**src/rtl/sfc_pkg.sv**
```systemverilog
package sfc_pkg;

  typedef enum logic [1:0] {
    CAL_RUN  = 2'd0,
    CAL_DONE = 2'd1,
    CAL_FAIL = 2'd2
  } cal_status_e;

  typedef enum logic [1:0] {
    SQ_IDLE   = 2'd0,
    SQ_MEAS   = 2'd1,
    SQ_FINISH = 2'd2
  } seq_state_e;

  // legal window count: at least one step, at most max_steps
  function automatic logic count_in_range(logic [31:0] cnt, logic [31:0] max_steps);
    return (cnt != 32'd0) && (cnt <= max_steps);
  endfunction

  // floor of the mean when the window count is a power of two
  function automatic logic [31:0] mean_floor(logic [31:0] sum, int unsigned shift);
    return sum >> shift;
  endfunction

endpackage

```
**src/rtl/sfc_tap_encoder.sv**
```systemverilog
module sfc_tap_encoder #(
  parameter int NTAPS = 256,
  parameter int CW    = $clog2(NTAPS + 1)
) (
  input  logic [NTAPS-1:0] taps,
  output logic [CW-1:0]    step_count
);

  // prefix-AND chain: run_ok[i] is set while every tap up to i is set
  logic [NTAPS-1:0] run_ok;

  assign run_ok[0] = taps[0];
  for (genvar gi = 1; gi < NTAPS; gi++) begin : g_chain
    assign run_ok[gi] = run_ok[gi-1] & taps[gi];
  end

  always_comb begin
    step_count = '0;
    for (int i = 0; i < NTAPS; i++) begin
      step_count = step_count + CW'(run_ok[i]);
    end
  end

  always_comb begin
    a_count_bound_r3 : assert (step_count <= CW'(NTAPS));
  end

endmodule

```
**src/rtl/sfc_accum.sv**
```systemverilog
module sfc_accum #(
  parameter int CW        = 9,
  parameter int N_WIN     = 4,
  parameter int MAX_STEPS = 255,
  localparam int WL       = $clog2(N_WIN),
  localparam int IW       = WL + 1,
  localparam int SUMW     = CW + WL
) (
  input  logic            clk,
  input  logic            rst_n,
  input  logic            clear,
  input  logic            take,
  input  logic [CW-1:0]   step_count,
  output logic [SUMW-1:0] acc_sum,
  output logic            bad_seen,
  output logic            win_bad,
  output logic            last_take
);

  import sfc_pkg::*;

  logic [IW-1:0] win_idx;

  assign win_bad   = take && !count_in_range(32'(step_count), 32'(MAX_STEPS));
  assign last_take = take && (win_idx == IW'(N_WIN - 1));

  always_ff @(posedge clk or negedge rst_n) begin
    if (!rst_n) begin
      acc_sum  <= '0;
      win_idx  <= '0;
      bad_seen <= 1'b0;
    end else if (clear) begin
      acc_sum  <= '0;
      win_idx  <= '0;
      bad_seen <= 1'b0;
    end else if (take) begin
      acc_sum  <= acc_sum + SUMW'(step_count);
      win_idx  <= last_take ? '0 : win_idx + 1'b1;
      bad_seen <= bad_seen | win_bad;
    end
  end

  p_idx_bound_r4 : assert property (@(posedge clk) disable iff (!rst_n)
    win_idx < IW'(N_WIN));

  p_bad_sticky_r5 : assert property (@(posedge clk) disable iff (!rst_n)
    (win_bad && !clear) |=> bad_seen);

endmodule

```
**src/rtl/sfc_seq.sv**
```systemverilog
module sfc_seq (
  input  logic       clk,
  input  logic       rst_n,
  input  logic       cal_start,
  input  logic       win_valid,
  input  logic       last_take,
  input  logic       bad_seen,
  input  logic       win_bad,
  output logic       busy,
  output logic [1:0] cal_status,
  output logic       clear,
  output logic       take,
  output logic       commit
);

  import sfc_pkg::*;

  seq_state_e state;
  logic       start_acc;
  logic       finish_evt;
  logic       run_bad;

  assign start_acc  = (state == SQ_IDLE) && cal_start;
  assign take       = (state == SQ_MEAS) && win_valid;
  assign clear      = start_acc;
  assign finish_evt = (state == SQ_FINISH);
  assign run_bad    = bad_seen;
  assign commit     = finish_evt && !run_bad;
  assign busy       = (state != SQ_IDLE);

  always_ff @(posedge clk or negedge rst_n) begin
    if (!rst_n) begin
      state      <= SQ_IDLE;
      cal_status <= CAL_RUN;
    end else begin
      case (state)
        SQ_IDLE: if (start_acc) begin
          state      <= SQ_MEAS;
          cal_status <= CAL_RUN;
        end
        SQ_MEAS: if (last_take) state <= SQ_FINISH;
        SQ_FINISH: begin
          state      <= SQ_IDLE;
          cal_status <= run_bad ? CAL_FAIL : CAL_DONE;
        end
        default: state <= SQ_IDLE;
      endcase
    end
  end

  p_busy_run_r2 : assert property (@(posedge clk) disable iff (!rst_n)
    busy |-> (cal_status == CAL_RUN));

  p_start_clears_r2 : assert property (@(posedge clk) disable iff (!rst_n)
    start_acc |=> (busy && cal_status == CAL_RUN));

  p_start_ignored_r6 : assert property (@(posedge clk) disable iff (!rst_n)
    (state == SQ_MEAS && !last_take) |=> (state == SQ_MEAS));

  p_status_hold_r7 : assert property (@(posedge clk) disable iff (!rst_n)
    (cal_status != CAL_RUN && !start_acc) |=> $stable(cal_status));

  p_fail_code_r5 : assert property (@(posedge clk) disable iff (!rst_n)
    (finish_evt && run_bad) |=> (cal_status == CAL_FAIL));

  p_idle_ignore_r8 : assert property (@(posedge clk) disable iff (!rst_n)
    (!busy && !cal_start) |=> !busy);

  p_no_bad_idle_r8 : assert property (@(posedge clk) disable iff (!rst_n)
    !busy |-> !win_bad);

endmodule

```
**src/rtl/sfc_scale_cal.sv**
```systemverilog
module sfc_scale_cal #(
  parameter int NTAPS       = 256,
  parameter int SW          = 8,
  parameter int N_WIN       = 4,
  parameter int RESET_SCALE = 66,
  localparam int CW         = $clog2(NTAPS + 1),
  localparam int WL         = $clog2(N_WIN),
  localparam int SUMW       = CW + WL,
  localparam int MAX_STEPS  = (1 << SW) - 1
) (
  input  logic             clk,
  input  logic             rst_n,
  input  logic             cal_start,
  input  logic             win_valid,
  input  logic [NTAPS-1:0] win_taps,
  output logic             busy,
  output logic [1:0]       cal_status,
  output logic [SW-1:0]    scale_factor
);

  import sfc_pkg::*;

  logic [CW-1:0]   step_count;
  logic [SUMW-1:0] acc_sum;
  logic            bad_seen;
  logic            win_bad;
  logic            last_take;
  logic            clear;
  logic            take;
  logic            commit;
  logic [SW-1:0]   mean_val;

  sfc_tap_encoder #(.NTAPS(NTAPS), .CW(CW)) u_enc (
    .taps       (win_taps),
    .step_count (step_count)
  );

  sfc_accum #(.CW(CW), .N_WIN(N_WIN), .MAX_STEPS(MAX_STEPS)) u_acc (
    .clk        (clk),
    .rst_n      (rst_n),
    .clear      (clear),
    .take       (take),
    .step_count (step_count),
    .acc_sum    (acc_sum),
    .bad_seen   (bad_seen),
    .win_bad    (win_bad),
    .last_take  (last_take)
  );

  sfc_seq u_seq (
    .clk        (clk),
    .rst_n      (rst_n),
    .cal_start  (cal_start),
    .win_valid  (win_valid),
    .last_take  (last_take),
    .bad_seen   (bad_seen),
    .win_bad    (win_bad),
    .busy       (busy),
    .cal_status (cal_status),
    .clear      (clear),
    .take       (take),
    .commit     (commit)
  );

  assign mean_val = SW'(mean_floor(32'(acc_sum), WL));

  always_ff @(posedge clk or negedge rst_n) begin
    if (!rst_n)      scale_factor <= SW'(RESET_SCALE);
    else if (commit) scale_factor <= mean_val;
  end

  p_scale_commit_r5 : assert property (@(posedge clk) disable iff (!rst_n)
    (scale_factor != $past(scale_factor)) |-> (cal_status == CAL_DONE));

  p_scale_nonzero_r4 : assert property (@(posedge clk) disable iff (!rst_n)
    commit |=> (scale_factor != '0));

endmodule

```
**config.mk**
```make
export PLATFORM = sky130hd
export DESIGN_NAME = sfc_scale_cal
export DESIGN_NICKNAME = d
export VERILOG_FILES = /design/src/rtl/sfc_pkg.sv /design/src/rtl/sfc_tap_encoder.sv /design/src/rtl/sfc_accum.sv /design/src/rtl/sfc_seq.sv /design/src/rtl/sfc_scale_cal.sv
export SDC_FILE = /design/constraint.sdc
export NUM_CORES = 1
export LEC_CHECK = 0
export BUFFER_PORTS_ARGS = -buffer_cell sky130_fd_sc_hd__buf_4
export CELL_PAD_IN_SITES_DETAIL_PLACEMENT = 1
export CELL_PAD_IN_SITES_GLOBAL_PLACEMENT = 1
export CORE_ASPECT_RATIO = 1.4
export CORE_UTILIZATION = 42
export DETAILED_ROUTE_END_ITERATION = 10
export HOLD_SLACK_MARGIN = 0.02
export PLACE_DENSITY = 0.93
export SLEW_MARGIN = 40
export SYNTH_ARGS = -nofsm -noshare
export SYNTH_HDL_FRONTEND = slang
export SYNTH_SLANG_ARGS = --single-unit
```
**constraint.sdc**
```tcl
create_clock -name clk -period 3 [get_ports clk]
set_clock_uncertainty 0.15 [all_clocks]
set_input_delay 0.3 -clock clk [delete_from_list [all_inputs] [get_ports clk]]
set_output_delay 0.3 -clock clk [all_outputs]
set_load 0.03 [all_outputs]
```
==> results.rst, run 1 <==
.. list-table::
   :header-rows: 1

   * - Metric
     - Value
   * - Synthesized-area fraction occupied by and/or/nand/nor cells
     - 0.2494
   * - Predominant post-synthesis flop cell
     - sky130_fd_sc_hd__dfrtp_1
   * - Total clock buffers created by CTS
     - 3
   * - Top-level port count
     - 271
   * - Netlist area before placement
     - 0.01024 mm²
   * - Netlist cell types
     - 54
   * - CTS Sinks
     - 26
   * - XOR/XNOR Fraction of Synth Area
     - 0.01026
   * - Error message
     - [ERROR GRT-0116] Global routing finished with congestion. Check the congestion regions in the DRC Viewer.
   * - Post-synth top area cell
     - sky130_fd_sc_hd__fa_1
   * - Minimum setup slack after placement
     - -8.818 ns
   * - Residual overflow from global routing
     - 187
   * - EDFF count, synth
     - 0
   * - Die X-Extent
     - 134.0 µm
   * - Share of cell area taken by muxes after synthesis
     - 0.008797
   * - Max Buffers Root-to-Sink
     - 2
   * - Main combinational cell family by area after synthesis
     - adder cells
   * - Buffer type at the clock tree root
     - sky130_fd_sc_hd__clkbuf_16
   * - Count of H-tree levels built during CTS
     - 1
   * - Synth top area share
     - 0.4750
   * - FP Rows
     - 67
   * - Initial standard-cell utilization of the core
     - 0.4271
   * - Last stage reached
     - global routing (5_1_grt)
   * - Gate count of the mapped netlist
     - 1,130
   * - Avg Inst Size Synth
     - 9.063 µm²
   * - Pin count of the biggest net entering global routing
     - 27
   * - Outcome
     - did not finish
   * - Routability Congestion
     - 0.9772
   * - Via count of the first global-routing pass
     - 17.77k
   * - Nets in the synthesized netlist
     - 1,682
   * - Register bit total from synthesis
     - 26
   * - Top cell types by occurrence after synthesis
     - sky130_fd_sc_hd__inv_1, sky130_fd_sc_hd__fa_1, sky130_fd_sc_hd__nand2_1, sky130_fd_sc_hd__nand3_1, sky130_fd_sc_hd__and3_1
   * - Area share of fa/ha/maj cells after synthesis
     - 0.5349
   * - Wire length of the first global-routing pass
     - 123,200 µm
   * - Asr flop ratio synth
     - 1.000
   * - Die Height
     - 186.8 µm
   * - Complex-gate fraction of the synthesized area
     - 0.02443
   * - Sequential share of the synthesized area
     - 0.06378
   * - Global-route usage over all layers
     - 0.6906
   * - Most used standard cell by instance count after synthesis
     - sky130_fd_sc_hd__inv_1
   * - Final HPWL from detailed placement
     - 51,590 µm
   * - Synth warn
     - 0
   * - Number of port buffers
     - 270
   * - Cell types with the largest area share after synthesis
     - sky130_fd_sc_hd__fa_1, sky130_fd_sc_hd__inv_1, sky130_fd_sc_hd__ha_1
metal layers:
| metal | overflow | GRT usage |
|---|---|---|
| met5 | 0 | 0.09722 |
| met3 | 0 | 0.4955 |
| met1 | 0 | 0.6234 |
| met2 | 124 | 0.9191 |
| met4 | 63 | 0.7981 |
logic make-up after synthesis:
logic type | after synthesis
simple gates | 460
buf+inv | 293
fa+ha+maj | 292
compound gates | 39
flops | 26
xor+xnor | 12
mux | 8
stage by stage:
stage | utilization | instance area (µm²) | instances
4_1_cts | 0.6540 | 15680 | 2062
3_3_place_gp | 0.6364 | 15260 | 2042
3_5_place_dp | 0.6364 | 15260 | 2042
2_1_floorplan | - | 10330 | 1130
timing repair:
item,4_1_cts
gates cloned,0
pin swaps,41
setup endpoints to repair,11
hold buffers,1
gates resized for setup,48
setup buffers,15
endpoints found under the hold margin,24
==> inputs of run 2 (changes only) <==
CELL_PAD_IN_SITES_DETAIL_PLACEMENT = default   (was 1)
CELL_PAD_IN_SITES_GLOBAL_PLACEMENT = default   (was 1)
CORE_ASPECT_RATIO = default   (was 1.4)
CORE_UTILIZATION = 40   (was 42)
HOLD_SLACK_MARGIN = default   (was 0.02)
PLACE_DENSITY = default   (was 0.93)
PLACE_DENSITY_LB_ADDON = 0.15   (was default)
==> run 2 against run 1 <==
  * The flow now finishes, with violations (setup timing)
  * Synthesized area stayed put
  * Synthesized cell count unchanged
==> results.rst, run 2 <==
.. list-table::
   :header-rows: 1

   * - Metric
     - Value
   * - Final hold viol count
     - 0
   * - Detailed-router iteration count before antenna repair
     - 5
   * - Dominant cell type by count on the critical path
     - sky130_fd_sc_hd__fa_1
   * - Post-Route WL
     - 34,000 µm
   * - Path type of the worst min-delay path
     - input pin to register
   * - Register bit total from synthesis
     - 26 (unchanged)
   * - Max FFs per register
     - 10
   * - Die X-Extent
     - 162.0 µm (+21%)
   * - Buffer type at the clock tree root
     - sky130_fd_sc_hd__clkbuf_16
   * - Footprint of the flip-flops and latches
     - 653.1 µm²
   * - Top-level port count
     - 271 (unchanged)
   * - CTS tree
     - yes
   * - Global-route usage over all layers
     - 0.2591
   * - Cell family contributing the most delay on the critical path
     - adder cells
   * - Total vias in the final route
     - 10.20k
   * - Combinational cell fraction of total power
     - 0.574
   * - Max Buffers Root-to-Sink
     - 2 (unchanged)
   * - Final clock period utilization by the worst path
     - 3.519
   * - Syn-to-layout area delta
     - 56.37%
   * - CTS Sinks
     - 26 (unchanged)
   * - Worst slew margin
     - 0.6437
   * - Worst path slowest cell
     - sky130_fd_sc_hd__fa_1
   * - DRC violation total after the first TritonRoute iteration
     - 533
   * - Avg Inst Size Synth
     - 9.063 µm² (unchanged)
   * - Diode count
     - 0
   * - Via count of the first global-routing pass
     - 10.48k
   * - Utilization after layout
     - 0.6359
   * - Predominant post-synthesis flop cell
     - sky130_fd_sc_hd__dfrtp_1
   * - Outcome
     - finished, violations left
   * - Kind of critical path
     - input pin to register
   * - Arrival time reported for the critical path endpoint
     - 10.55 ns
   * - RSZ-0062 raised after global routing
     - true
   * - Clk pwr share
     - 0.172
   * - Initial standard-cell utilization of the core
     - 0.4067 (-0.02046)
   * - Wire length of the first global-routing pass
     - 52,950 µm
   * - Netlist cell types
     - 54 (unchanged)
   * - Count of H-tree levels built during CTS
     - 1 (unchanged)
   * - Asr flop ratio synth
     - 1.000 (unchanged)
   * - Critical path data required time
     - 2.99 ns
   * - Pin count of the biggest net entering global routing
     - 27
   * - Leakage power
     - 0.008666 µW
   * - Final-stage net count
     - 2,334
   * - Final HPWL from detailed placement
     - 31,280 µm (-39%)
   * - Remaining DRCs
     - 0
   * - Net switching fraction of the power
     - 0.3380
   * - Nets in the synthesized netlist
     - 1,682 (unchanged)
   * - Register ranked first by flip-flop count
     - u_acc.acc_sum
   * - Number of max-cap violations
     - 0
   * - Overall power consumption
     - 1887 µW
   * - Average via count per standard cell
     - 4.833
   * - Number of port buffers
     - 270 (unchanged)
   * - Netlist area before placement
     - 0.01024 mm² (unchanged)
   * - Total clock buffers created by CTS
     - 3 (unchanged)
   * - Antenna violations before repair
     - 0
   * - Post-synth top area cell
     - sky130_fd_sc_hd__fa_1
   * - Filler instances
     - 2,193
   * - Sequential share of the synthesized area
     - 0.06378 (unchanged)
   * - Cell types with the largest area share after synthesis
     - sky130_fd_sc_hd__fa_1, sky130_fd_sc_hd__inv_1, sky130_fd_sc_hd__ha_1
   * - EDFF count, synth
     - 0 (unchanged)
   * - DR WL/cell
     - 16.11 µm
   * - Clock-pin slew reported for the worst setup and hold paths after clock tree synthesis
     - 0.06 ns
   * - Residual overflow from global routing
     - 0
   * - Standard cell core area
     - 0.02518 mm²
   * - Power density of the placed cells
     - 117.8 mW/mm²
   * - Fraction of final layout cells sized beyond drive strength 1
     - 0.4228
   * - Worst-margin pin slew
     - 0.5325 ns
   * - Synth warn
     - 0 (unchanged)
   * - Top cell types by occurrence after synthesis
     - sky130_fd_sc_hd__inv_1, sky130_fd_sc_hd__fa_1, sky130_fd_sc_hd__nand2_1, sky130_fd_sc_hd__nand3_1, sky130_fd_sc_hd__and3_1
   * - Count of buffering cells on the critical path with inverters included
     - 10
   * - Final antenna-violating net count
     - 0
   * - Routability Congestion
     - 0.9813 (+0.42%)
   * - Synth top area share
     - 0.4750 (unchanged)
   * - Die Outline Area
     - 0.02625 mm²
   * - Shortest clock period the worst path allows after layout
     - 10.56 ns
   * - Regs by FF count
     - u_acc.acc_sum: 10 flops, scale_factor: 8 flops, u_acc.win_idx: 3 flops
   * - Most used standard cell by instance count after synthesis
     - sky130_fd_sc_hd__inv_1
   * - Kind of launch point of the worst setup path
     - input pin
   * - Switching pwr
     - 637.9 µW
   * - Commonest non-fill, non-tap cell in the layout
     - sky130_fd_sc_hd__buf_4
   * - Commonest cells after routing, fill and taps aside
     - sky130_fd_sc_hd__buf_4, sky130_fd_sc_hd__inv_1, sky130_fd_sc_hd__fa_1, sky130_fd_sc_hd__nand2_1, sky130_fd_sc_hd__nand3_1
   * - FP Rows
     - 58 (-13%)
   * - Crit-path max FO
     - 12
   * - Highest clock rate
     - 94.72 MHz
   * - Post-layout worst setup margin
     - -7.558 ns
   * - Final number of setup-violating endpoints
     - 11
   * - Clock latency reported for the late side of the worst-skew pair
     - 0.26 ns
   * - Gate count of the mapped netlist
     - 1,130 (unchanged)
   * - CP Capture Type
     - register
   * - Area occupied by multi-input gates
     - 0.008765 mm²
   * - Failing checks
     - setup timing
   * - Peak VDD IR
     - 0.0002334 V
   * - Delay of the slowest cell on the worst path
     - 0.60 ns
   * - Die Height
     - 162.0 µm (-13%)
   * - Internal power
     - 1249 µW
   * - Count of final max-slew check failures
     - 0
   * - Part of the total power dissipated in sequential elements
     - 0.253
run 2: power by group through the flow:
stage / clock network, µW / registers (µW) / logic (µW)
6_report: 325 / 478 / 1080
5_1_grt: 343 / 491 / 1180
4_1_cts: 335 / 479 / 1040
3_5_place_dp: 0 / 485 / 1010
3_3_place_gp: 0 / 483 / 994
2_1_floorplan: 0 / 492 / 321
run 2: logic make-up after synthesis:
| logic type | count (synthesis) | share of synthesized area |
|---|---|---|
| and+or+nand+nor | 460 | 0.2494 |
| buffers and inverters | 293 | 0.1085 |
| adders and majority gates | 292 | 0.5349 |
| AOI/OAI and AO/OA | 39 | 0.02444 |
| DFF | 26 | 0.06378 |
| xor gates and xnor gates | 12 | 0.01026 |
| muxes | 8 | 0.008797 |
run 2: path summary, 6_finish.rpt:
| kind | startpoint | endpoint | slack [ns] | depth (start not counted) |
|---|---|---|---|---|
| setup / recovery | win_taps[3] | u_acc.acc_sum[9] | -7.56 | 41 |
| hold / removal | cal_start | u_seq.state[0] | 0.20 | 3 |
| setup reg to reg | u_acc.acc_sum[0] | u_acc.acc_sum[8] | 0.77 | 10 |
| hold reg to reg | u_acc.win_idx[2] | u_seq.state[1] | 0.33 | 1 |
| max in group asynchronous | rst_n | scale_factor[6] | 2.08 | 2 |
| min in group asynchronous | rst_n | u_seq.cal_status[1] | 0.32 | 2 |
run 2: cell type report:
type	instances	area share
Clock buffer	4	0.005547
Inverter	281	0.06649
Multi-Input combinational cell	811	0.5473
Sequential cell	26	0.04078
Tap cell	330	0.02578
Timing Repair Buffer	659	0.3141
run 2: worst register-to-register path, stage by stage (launching register included):
cell and delay (ns):
sky130_fd_sc_hd__dfrtp_1 0.41, sky130_fd_sc_hd__ha_4 0.17, sky130_fd_sc_hd__inv_1 0.07, sky130_fd_sc_hd__fa_2 0.21, sky130_fd_sc_hd__nor2b_1 0.05, sky130_fd_sc_hd__o21ai_1 0.11
sky130_fd_sc_hd__nand2b_1 0.10, sky130_fd_sc_hd__a2111o_1 0.38, sky130_fd_sc_hd__a31oi_2 0.16, sky130_fd_sc_hd__xor2_1 0.20, sky130_fd_sc_hd__o21ai_1 0.10
run 2: timing repair:
action                                  in CTS  in global routing
pin swaps                                   33                 54
hold buffers                                 1                  0
resized for setup                           31                 50
hold endpoints to repair                    24                  0
endpoints found under the setup margin      11                 11
setup buffers                               13                 14
run 2: per-layer routing:
layer	up-vias	share of wire	GRT usage
met5	-	0	0
met4	0	0.022	0.05360
met3	42	0.045	0.01992
met2	323	0.49	0.4467
met1	4951	0.44	0.3576
li1	4887	-	-
run 2: stage by stage:
step	hold WS [ns]	instance area (µm²)	TNS, ns	setup slack, ns	instances
floorplan	-0.1456	10330	-76.72	-7.472	1130
global placement	0.07363	15410	-82.19	-7.870	2079
detailed placement	0.07499	15410	-83.50	-8.044	2079
CTS	0.1936	15730	-79.11	-7.622	2097
global route	0.2244	16010	-81.57	-7.927	2111
finish	0.1979	16010	-78.08	-7.558	2111
Power figures use the tool's default switching activity.
==> inputs of run 3 (changes only) <==
REMOVE_ABC_BUFFERS = 1   (was default)
clock period = 11.66 ns   (was 3 ns; I/O delays follow)
==> run 3 against run 2 <==
  * The run now ends clean
  * Clock power shrank 77%
  * Sequential power decreased by 74%
  * Total power shrank 78%
  * Critical endpoint unchanged
  * Global-route usage fell by 0.81 points
  * Worst setup slack improved by 7.7 ns
  * Die area is the same
  * Via count decreased by 7.9%
  * Combinational power is 79% lower
  * Non-clock buffer count shrank 199
  * Critical path depth is 7 lower
  * Core utilization down 6.6 points
  * Count of clock-buffer cells in the layout shrank 1
  * Highest routed layer unchanged
==> results.rst, run 3 (same netlist as run 2, synthesis figures left out) <==
.. list-table::
   :header-rows: 1

   * - Metric
     - Value
   * - Outcome
     - completed
   * - Clk pwr share
     - 0.175 (+0.003)
   * - Total clock buffers created by CTS
     - 3 (unchanged)
   * - RSZ-0062 raised after global routing
     - true
   * - Overall power consumption
     - 421.4 µW (-78%)
   * - Final hold viol count
     - 0 (unchanged)
   * - Highest clock rate
     - 87.12 MHz
   * - Worst-margin pin slew
     - 0.6084 ns (+0.07589 ns)
   * - Diode count
     - 0 (unchanged)
   * - Delay of the slowest cell on the worst path
     - 0.59 ns (about the same)
   * - Hold_buf cts
     - 0 (-1)
   * - DRC violation total after the first TritonRoute iteration
     - 517 (-3.0%)
   * - Register ranked first by flip-flop count
     - u_acc.acc_sum
   * - Arrival time reported for the critical path endpoint
     - 11.46 ns (+0.91 ns)
   * - FP Rows
     - 58 (unchanged)
   * - Worst-case hold slack
     - 0.3126 ns (+0.1147 ns)
   * - Routability Congestion
     - 0.9615 (-2.0%)
   * - Remaining DRCs
     - 0 (unchanged)
   * - Final antenna-violating net count
     - 0 (unchanged)
   * - Leakage power
     - 0.007623 µW (-12%)
   * - Met3 layer usage reported by global route
     - 0.02400 (+0.004086)
   * - Fraction of final layout cells sized beyond drive strength 1
     - 0.3397 (-0.08314)
   * - Critical path data required time
     - 11.65 ns (+8.66 ns)
   * - DR WL/cell
     - 17.06 µm (+5.9%)
   * - Average via count per standard cell
     - 4.915 (+1.7%)
   * - Top-level port count
     - 271 (unchanged)
   * - Number of max-cap violations
     - 0 (unchanged)
   * - Standard cell core area
     - 0.02518 mm² (unchanged)
   * - Buffer type at the clock tree root
     - sky130_fd_sc_hd__clkbuf_16
   * - Most used routing layer
     - met2
   * - Combinational cell fraction of total power
     - 0.536 (-0.038)
   * - Die Height
     - 162.0 µm (unchanged)
   * - Final number of setup-violating endpoints
     - 0 (-11)
   * - Max Buffers Root-to-Sink
     - 2 (unchanged)
   * - CP Capture Type
     - register
   * - Area occupied by multi-input gates
     - 0.008661 mm² (-1.2%)
   * - Via count of the first global-routing pass
     - 9,896 (-5.6%)
   * - Shortest clock period the worst path allows after layout
     - 11.48 ns
   * - Clock latency reported for the late side of the worst-skew pair
     - 0.25 ns (about the same)
   * - Kind of critical path
     - input pin to register
   * - Syn-to-layout area delta
     - 40.06%
   * - Switching pwr
     - 146.2 µW (-77%)
   * - Antenna violations before repair
     - 0 (unchanged)
   * - Net switching fraction of the power
     - 0.3469 (+0.008861)
   * - Initial standard-cell utilization of the core
     - 0.4067 (unchanged)
   * - Part of the total power dissipated in sequential elements
     - 0.289 (+0.036)
   * - Count of H-tree levels built during CTS
     - 1 (unchanged)
   * - Global-route usage over all layers
     - 0.2510 (-0.008083)
   * - Commonest non-fill, non-tap cell in the layout
     - sky130_fd_sc_hd__buf_4
   * - Peak VDD IR
     - 0.00006432 V (-72%)
   * - Final HPWL from detailed placement
     - 30,530 µm (-2.4%)
   * - CTS tree
     - yes
   * - Residual overflow from global routing
     - 0 (unchanged)
   * - Die Outline Area
     - 0.02625 mm² (unchanged)
   * - Filler instances
     - 2,320 (+5.8%)
   * - Post-Route WL
     - 32,600 µm (-4.1%)
   * - Wire length of the first global-routing pass
     - 50,460 µm (-4.7%)
   * - Detailed-router iteration count before antenna repair
     - 5 (unchanged)
   * - Max FFs per register
     - 10 (unchanged)
   * - Met2 layer usage reported by global route
     - 0.4300 (-0.01678)
   * - Met1 layer usage reported by global route
     - 0.3513 (-0.006302)
   * - Power density of the placed cells
     - 29.38 mW/mm² (-75%)
   * - Number of port buffers
     - 270 (unchanged)
   * - Regs by FF count
     - u_acc.acc_sum: 10 flops, scale_factor: 8 flops, u_acc.win_idx: 3 flops
   * - Dominant cell type by count on the critical path
     - sky130_fd_sc_hd__fa_1
   * - Total vias in the final route
     - 9,392 (-7.9%)
   * - Count of final max-slew check failures
     - 0 (unchanged)
   * - Commonest cells after routing, fill and taps aside
     - sky130_fd_sc_hd__buf_4, sky130_fd_sc_hd__inv_1, sky130_fd_sc_hd__fa_1, sky130_fd_sc_hd__nand2_1, sky130_fd_sc_hd__nand3_1
   * - Footprint of the flip-flops and latches
     - 653.1 µm² (unchanged)
   * - Worst slew margin
     - 0.5944 (-0.04928)
   * - Worst path slowest cell
     - sky130_fd_sc_hd__or4_4
   * - Final clock period utilization by the worst path
     - 0.9844
   * - Kind of launch point of the worst setup path
     - input pin
   * - Die X-Extent
     - 162.0 µm (unchanged)
   * - Setup TNS Final
     - 0 ns (+78.08 ns)
   * - Internal power
     - 275.2 µW (-78%)
   * - Crit-path max FO
     - 5 (-7)
   * - Pin count of the biggest net entering global routing
     - 27 (unchanged)
   * - CTS Sinks
     - 26 (unchanged)
   * - Final-stage net count
     - 2,135 (-8.5%)
   * - Path type of the worst min-delay path
     - register to register
   * - Clock-pin slew reported for the worst setup and hold paths after clock tree synthesis
     - 0.06 ns (about the same)
==> run 3: cell count changes in the layout (fill, tap and decap cells not counted), sizes merged <==
cell         change
buf            -197
clkbuf           -2
dlygate4sd3      -1
==> run 3: power by group through the flow <==
stage                     combinational [µW]  sequential, µW  clock [µW]
final                                    226             122        73.7
after global routing                     249             125        79.0
after CTS                                221             122        75.7
after detailed placement                 219             124           0
after global placement                   215             123           0
after floorplan                         76.9             125           0
==> run 3: cell type report <==
class,count,share of cell area
multi-input combinational,811,0.6038
clock buffer,3,0.005234
timing repair buffer,460,0.2426
inverter,281,0.07406
tap,330,0.02879
sequential,26,0.04553
==> run 3: per-stage QoR <==
stage                 util  area, µm²  cells  setup slack [ns]
floorplan                -      10180   1118           -0.1425
global placement    0.5544      13960   1896           -0.5922
detailed placement  0.5546      13960   1896           -0.7161
CTS                 0.5613      14130   1903          0.008499
global route        0.5696      14340   1911           -0.1868
finish              0.5696      14340   1911            0.1818
==> run 3: final timing paths <==
kind	startpoint	end	slack, ns	depth (start not counted)
min in group asynchronous	rst_n	u_seq.cal_status[1]	0.66	1
worst max register to register	u_acc.acc_sum[0]	u_acc.acc_sum[8]	9.42	10
worst max-delay path	win_taps[3]	u_acc.acc_sum[9]	0.18	34
worst min-delay path	u_acc.win_idx[2]	u_seq.state[1]	0.31	1
worst min register to register	u_acc.win_idx[2]	u_seq.state[1]	0.31	1
max in group asynchronous	rst_n	scale_factor[1]	10.40	1
==> run 3: repair_timing <==
action | CTS | global route
pin swaps | 18 | 22
endpoints found under the setup margin | 7 | 7
hold endpoints to repair | 0 | 0
setup buffers | 4 | 8
resized for setup | 21 | 45
==> run 3: metal layers <==
layer	vias up	share of wire
li1	4477	-
met1	4563	0.43
met2	328	0.49
met3	24	0.063
met4	0	0.014
met5	-	0
==> run 3: worst max-delay path, delay by kind of cell <==
kind,cells,cell delay (ns)
AOI/OAI and AO/OA,4,0.78
and+or+nand+nor,10,2.53
buffers and inverters,6,0.38
adders and majority gates,14,6.59
